==> src/rtl/rxsf_pkg.sv <==
package rxsf_pkg;
  localparam int FLAG_W = 3;

  typedef struct packed {
    logic brk;
    logic ferr;
    logic perr;
  } rxsf_flags_t;
endpackage

==> src/rtl/rxsf_store.sv <==
module rxsf_store #(
  parameter int DEPTH = 16,
  parameter int EW    = 11,
  localparam int AW   = $clog2(DEPTH),
  localparam int CW   = $clog2(DEPTH + 1)
) (
  input  logic          clk,
  input  logic          rst_n,
  input  logic          clear,
  input  logic          wr,
  input  logic [EW-1:0] wdata,
  input  logic          rd,
  output logic [EW-1:0] head,
  output logic [CW-1:0] count
);
  logic [EW-1:0] mem [DEPTH];
  logic [AW-1:0] wptr, rptr;

  function automatic logic [AW-1:0] bump(input logic [AW-1:0] p);
    return (p == AW'(DEPTH - 1)) ? '0 : p + 1'b1;
  endfunction

  function automatic logic [CW-1:0] next_cnt(input logic [CW-1:0] c, input logic w, input logic r);
    return c + CW'(w) - CW'(r);
  endfunction

  always_ff @(posedge clk) begin
    if (wr && !clear) mem[wptr] <= wdata;
  end

  always_ff @(posedge clk or negedge rst_n) begin
    if (!rst_n) begin
      wptr  <= '0;
      rptr  <= '0;
      count <= '0;
    end else if (clear) begin
      wptr  <= '0;
      rptr  <= '0;
      count <= '0;
    end else begin
      if (wr) wptr <= bump(wptr);
      if (rd) rptr <= bump(rptr);
      count <= next_cnt(count, wr, rd);
    end
  end

  assign head = mem[rptr];

  p_count_bound_r6: assert property (@(posedge clk) disable iff (!rst_n)
    count <= CW'(DEPTH));
  p_write_has_room_r7: assert property (@(posedge clk) disable iff (!rst_n)
    (wr && count == CW'(DEPTH)) |-> rd);
  p_read_nonempty_r10: assert property (@(posedge clk) disable iff (!rst_n)
    rd |-> (count != '0));
endmodule

==> src/rtl/rxsf_stage.sv <==
module rxsf_stage #(
  parameter int EW = 11
) (
  input  logic          clk,
  input  logic          rst_n,
  input  logic          clear,
  input  logic          push,
  input  logic [EW-1:0] push_ent,
  input  logic          full,
  input  logic          rd_fire,
  output logic          wr_fire,
  output logic [EW-1:0] wr_ent,
  output logic          lost,
  output logic          hold_valid
);
  logic [EW-1:0] hold_ent;
  logic          hold_v_n;
  logic [EW-1:0] hold_ent_n;
  logic          room;

  assign room = !full || rd_fire;

  always_comb begin
    wr_fire    = 1'b0;
    wr_ent     = push_ent;
    lost       = 1'b0;
    hold_v_n   = hold_valid;
    hold_ent_n = hold_ent;
    if (clear) begin
      hold_v_n = 1'b0;
    end else if (hold_valid) begin
      wr_ent = hold_ent;
      if (room) begin
        wr_fire    = 1'b1;
        hold_v_n   = push;
        hold_ent_n = push_ent;
      end else begin
        lost = push;
      end
    end else if (push) begin
      if (room) begin
        wr_fire = 1'b1;
      end else begin
        hold_v_n   = 1'b1;
        hold_ent_n = push_ent;
      end
    end
  end

  always_ff @(posedge clk or negedge rst_n) begin
    if (!rst_n) begin
      hold_valid <= 1'b0;
      hold_ent   <= '0;
    end else begin
      hold_valid <= hold_v_n;
      hold_ent   <= hold_ent_n;
    end
  end

  p_hold_behind_full_r6: assert property (@(posedge clk) disable iff (!rst_n)
    hold_valid |-> full);
  p_lost_keeps_hold_r8: assert property (@(posedge clk) disable iff (!rst_n)
    lost |=> hold_valid);
endmodule

==> src/rtl/rxsf_errs.sv <==
module rxsf_errs
  import rxsf_pkg::*;
(
  input  logic        clk,
  input  logic        rst_n,
  input  logic        clear,
  input  logic        clr_err,
  input  logic        wr_fire,
  input  rxsf_flags_t wr_flags,
  input  logic        lost,
  output rxsf_flags_t acc,
  output logic        ovr
);
  always_ff @(posedge clk or negedge rst_n) begin
    if (!rst_n) begin
      acc <= '0;
      ovr <= 1'b0;
    end else if (clear) begin
      acc <= '0;
      ovr <= 1'b0;
    end else begin
      acc <= (clr_err ? rxsf_flags_t'('0) : acc) | (wr_fire ? wr_flags : rxsf_flags_t'('0));
      ovr <= (clr_err ? 1'b0 : ovr) | lost;
    end
  end

  p_ovr_on_loss_r8: assert property (@(posedge clk) disable iff (!rst_n)
    (lost && !clear) |=> ovr);
  p_ovr_sticky_r5: assert property (@(posedge clk) disable iff (!rst_n)
    (ovr && !clr_err && !clear) |=> ovr);
  p_brk_sticky_r4: assert property (@(posedge clk) disable iff (!rst_n)
    (acc.brk && !clr_err && !clear) |=> acc.brk);
endmodule

==> src/rtl/rx_status_fifo.sv <==
module rx_status_fifo
  import rxsf_pkg::*;
#(
  parameter int DEPTH = 16,
  parameter int DW    = 8
) (
  input  logic          clk,
  input  logic          rst_n,
  input  logic          rx_push,
  input  logic [DW-1:0] rx_data,
  input  logic          rx_brk,
  input  logic          rx_ferr,
  input  logic          rx_perr,
  input  logic          cpu_rd,
  input  logic          blk_mode,
  input  logic          err_clr,
  input  logic          rx_rst,
  output logic [DW-1:0] rd_data,
  output logic          st_brk,
  output logic          st_ferr,
  output logic          st_perr,
  output logic          ovr_err,
  output logic          rx_ready,
  output logic          fifo_full
);
  localparam int EW = DW + FLAG_W;
  localparam int CW = $clog2(DEPTH + 1);

  logic [EW-1:0] push_ent, wr_ent, head;
  logic [CW-1:0] count;
  logic          rd_fire, wr_fire, lost, hold_valid;
  rxsf_flags_t   head_flags, acc, shown;

  assign push_ent  = {rx_brk, rx_ferr, rx_perr, rx_data};
  assign rx_ready  = (count != '0);
  assign fifo_full = (count == CW'(DEPTH));
  assign rd_fire   = cpu_rd && rx_ready && !rx_rst;

  rxsf_stage #(.EW(EW)) u_stage (
    .clk(clk), .rst_n(rst_n), .clear(rx_rst), .push(rx_push), .push_ent(push_ent),
    .full(fifo_full), .rd_fire(rd_fire), .wr_fire(wr_fire), .wr_ent(wr_ent),
    .lost(lost), .hold_valid(hold_valid)
  );

  rxsf_store #(.DEPTH(DEPTH), .EW(EW)) u_store (
    .clk(clk), .rst_n(rst_n), .clear(rx_rst), .wr(wr_fire), .wdata(wr_ent),
    .rd(rd_fire), .head(head), .count(count)
  );

  rxsf_errs u_errs (
    .clk(clk), .rst_n(rst_n), .clear(rx_rst), .clr_err(err_clr), .wr_fire(wr_fire),
    .wr_flags(rxsf_flags_t'(wr_ent[EW-1:DW])), .lost(lost), .acc(acc), .ovr(ovr_err)
  );

  always_ff @(posedge clk or negedge rst_n) begin
    if (!rst_n)       rd_data <= '0;
    else if (rd_fire) rd_data <= head[DW-1:0];
  end

  assign head_flags = rxsf_flags_t'(head[EW-1:DW]);
  assign shown      = blk_mode ? acc : (rx_ready ? head_flags : rxsf_flags_t'('0));
  assign st_brk     = shown.brk;
  assign st_ferr    = shown.ferr;
  assign st_perr    = shown.perr;

  p_ready_after_write_r2: assert property (@(posedge clk) disable iff (!rst_n)
    (wr_fire && !rx_rst) |=> rx_ready);
  p_refill_stays_full_r7: assert property (@(posedge clk) disable iff (!rst_n)
    (fifo_full && rd_fire && hold_valid) |=> fifo_full);
  p_ready_holds_r10: assert property (@(posedge clk) disable iff (!rst_n)
    (rx_ready && !cpu_rd && !rx_rst) |=> rx_ready);
  p_flush_r11: assert property (@(posedge clk) disable iff (!rst_n)
    rx_rst |=> (!rx_ready && !ovr_err && !hold_valid));
endmodule

==> config.mk <==
export PLATFORM = sky130hd
export DESIGN_NAME = rx_status_fifo
export DESIGN_NICKNAME = d
export VERILOG_FILES = /design/src/rtl/rxsf_pkg.sv /design/src/rtl/rxsf_store.sv /design/src/rtl/rxsf_stage.sv /design/src/rtl/rxsf_errs.sv /design/src/rtl/rx_status_fifo.sv
export SDC_FILE = /design/constraint.sdc
export NUM_CORES = 1
export LEC_CHECK = 0
export BUFFER_PORTS_ARGS = -buffer_cell sky130_fd_sc_hd__buf_2
export CAP_MARGIN = 20
export CORE_MARGIN = 3
export CORE_UTILIZATION = 26
export CTS_CLUSTER_SIZE = 14
export DETAILED_ROUTE_END_ITERATION = 16
export GPL_TIMING_DRIVEN = 0
export HOLD_SLACK_MARGIN = 0.06
export SLEW_MARGIN = 20
export SYNTH_ARGS = -nofsm -noshare
export SYNTH_HDL_FRONTEND = slang
export SYNTH_SLANG_ARGS = --single-unit
==> constraint.sdc <==
create_clock -name clk -period 3.66 [get_ports clk]
set_input_delay 0.366 -clock clk [delete_from_list [all_inputs] [get_ports clk]]
set_output_delay 0.366 -clock clk [all_outputs]
set_load 0.01 [all_outputs]
==> flow_summary.toml <==
[run_status]
outcome = "finished clean"

[worst_hold_path]
min_delay_path_depth = 2
hold_class = "input pin to register"
min_from = "rx_brk"

[sta]
fmax_ghz = 0.302
setup_tns_ps = 0
hold_viol_final = 0
relSlewSlack = 0.327
period_minus_slack_ps = 3310
period_share = 0.904
finClkSkew_ps = 15.1
rsz0062_at_grt = "false"
finalSetupViolCount = 0
worst_pin_slew_ps = 1010
slew_violations = 0

[yosys]
syn_inst = 481
avgSynthCellArea_um2 = 18.2
ys_seq_area_frac = 0.709
synth_fp_nets = 511
netlist-cell-type-count = 51
synth-edff-count = 176
synthTopCellsByArea = "edfxtp_1 (60%), dfrtp_1 (11%), mux4_2 (10%)"
synthFlopType = "edfxtp_1"
synthArstFlopShare = 0.174
synth_top_area_frac = 0.604
netlist_area_um2 = 8760
ys.warnings.count = 0
synth_largest_area_cell = "edfxtp_1"
synth-seq-cells = 213

[clocking]
clk-insertion-delay-late_ps = 500
clock_tree.root_cell = "clkbuf_16"
h-tree-depth = 1
clockBufferDepth = 3
cts_tree = "built"
cts_sinks = 213
clkTransAtPathRegs_ps = 60
cts_made_buffers = 22

[placement]
place.detailed.hpwl_um = 12600
place_congestion = 0.780
numPortBuffers = 31

[power_and_ir_drop]
pwr_density_cell_nw_per_um2 = 635
ir_drop_v = 0.000343
p_leak_nw = 3.48
design_power_total_mw = 6.49

[die]
die_w_um = 190
rows = 66
die_h_um = 190
initial_core_util = 0.266
core-area_um2 = 32900
floorplan.die_area_um2 = 35900
ios = 32

[routing]
drtIter0Drc = 412
routedWlPerCell_um = 19.4
vias = 4511
drt-pass1-iter-count = 5
remaining_drc_errors = 0
drtAntennaViolNets = 0
wl_um = 19300
post_drt_via_cell_ratio = 4.53

[setup_path]
worstSetupPathType = "register to register"
slowest_delay_ps = 400
rrSetupSlack_ps = 350
cp_slowest_cell = "fa_1"
endpoint_kind = "register"
crit_start = "u_store.count[3]"
reg2regPathDepth = 16
start_kind = "register"
crit_fanout = 10
arrival_ps = 3720
cp.required_ps = 4070
r2r-start = "u_store.count[3]"
crit_chain = "inv_1 > ha_1 > nor4b_4 > inv_2 > nand2_1 > inv_2 > clkbuf_1 > ha_1 > inv_1 > ha_1 > inv_1 > fa_1 > nor2b_1 > o21bai_1 > nand3_1 > nor3b_1"

[finish]
drive_gt1_frac = 0.259
areaGrowthSynthToFinish_pct = 16.8
multi_input_area_um2 = 2400
layout_commonest_cell = "edfxtp_1"
utilization = 0.311
regArea_um2 = 6210
final_cell_mix = "edfxtp_1 (176), mux4_2 (40), dfrtp_1 (37)"
fin_nets = 567
antenna_cells = 0
nFillCells = 3280

[global_routing]
grt.overflow.total = 0
grt_max_degree = 38
grt.total_usage = 0.108
grt_pass1_vias = 4713
grt_pass1_wl_um = 29500
antenna_found_initial = 0

[flow_run]
drv_cap = 0
-- report_power, final --
part	total (mW)	leakage, nW	internal, mW	switching [mW]
registers	2.92	2.06	2.82	0.103
clock network	2.28	0.364	1.38	0.896
logic	1.30	1.06	0.611	0.689
total	6.49	3.48	4.81	1.69
-- routing by layer --
metal  vias to the layer above  global-route usage  part of all wire
li1                       2028                   -                 -
met1                      2346               0.150              0.45
met2                       104               0.175              0.48
met3                        33              0.0178             0.048
met4                         0              0.0344             0.024
met5                         -                   0                 0
-- path summary, 6_finish.rpt --
kind / end
max: u_store.count[4]
max in group asynchronous: rd_data[6]
min: u_stage.hold_ent[10]
max reg2reg: u_store.count[4]
min reg2reg: u_stage.hold_ent[10]
min in group asynchronous: u_store.count[3]
-- sequential cells by signal (all words and copies together) (netlist names) --
signal and cells:
u_errs.ovr 1, u_stage.hold_ent 11, u_stage.hold_valid 1, u_errs.acc 3
u_store.mem 176, u_store.count 5, u_store.rptr 4, rd_data 8
u_store.wptr 4
-- per-stage QoR --
step	hold WS (ps)	setup WS [ps]	cell area (um2)	cells
after floorplan	70.4	823	8760	481
after global placement	464	238	9460	954
after detailed placement	472	225	9460	954
after CTS	89.5	78.9	10200	995
after global routing	113	3.72	10200	995
final	102	353	10200	995
-- cell usage after synthesis, types with 3 or more instances --
library cell / count
inv_1: 12
edfxtp_1: 176
o21ai_0: 4
ha_1: 11
nor2_1: 16
a211o_1: 6
o22ai_1: 3
buf_4: 3
o311ai_1: 3
nand3_1: 4
dfrtp_1: 37
a21oi_1: 12
mux2_4: 10
xor2_1: 3
nand2_1: 17
clkbuf_1: 8
buf_2: 5
mux4_2: 40
mux2i_1: 14
nor2b_1: 8
and3_1: 12
mux2_2: 12
and2_1: 10
buf_1: 5
a22oi_1: 14
-- cells by family after synthesis --
logic type	count (synthesis)	share of synthesized area
compound gates	57	0.0460
xor+xnor	4	0.00400
buf+inv	36	0.0183
simple gates	82	0.0516
flops	213	0.709
fa+ha+maj	12	0.0180
mux	77	0.153
-- cell type report --
cell class / count / area share
plain buffers: 22 / 0.0106
clock buffers: 28 / 0.0591
clock inverters: 12 / 0.0132
inverters: 14 / 0.00514
multi-input cells: 232 / 0.235
flip-flops and latches: 213 / 0.607
well taps: 442 / 0.0541
repair buffers: 32 / 0.0161
-- timing repair --
action                     CTS  global route
hold endpoints to repair     6             0
hold buffers                 1             0
resized for setup            0             3
setup buffers                0             0
setup endpoints to repair    0             4
-- critical path: cells and delay by family, from the launching register on --
| family | cells | cell delay [ps] |
|---|---|---|
| simple gates | 5 | 970 |
| fa+ha+maj | 4 | 1090 |
| flops | 1 | 390 |
| buf+inv | 6 | 650 |
| compound gates | 1 | 100 |
Note: power is estimated with default switching activity, not from simulation.
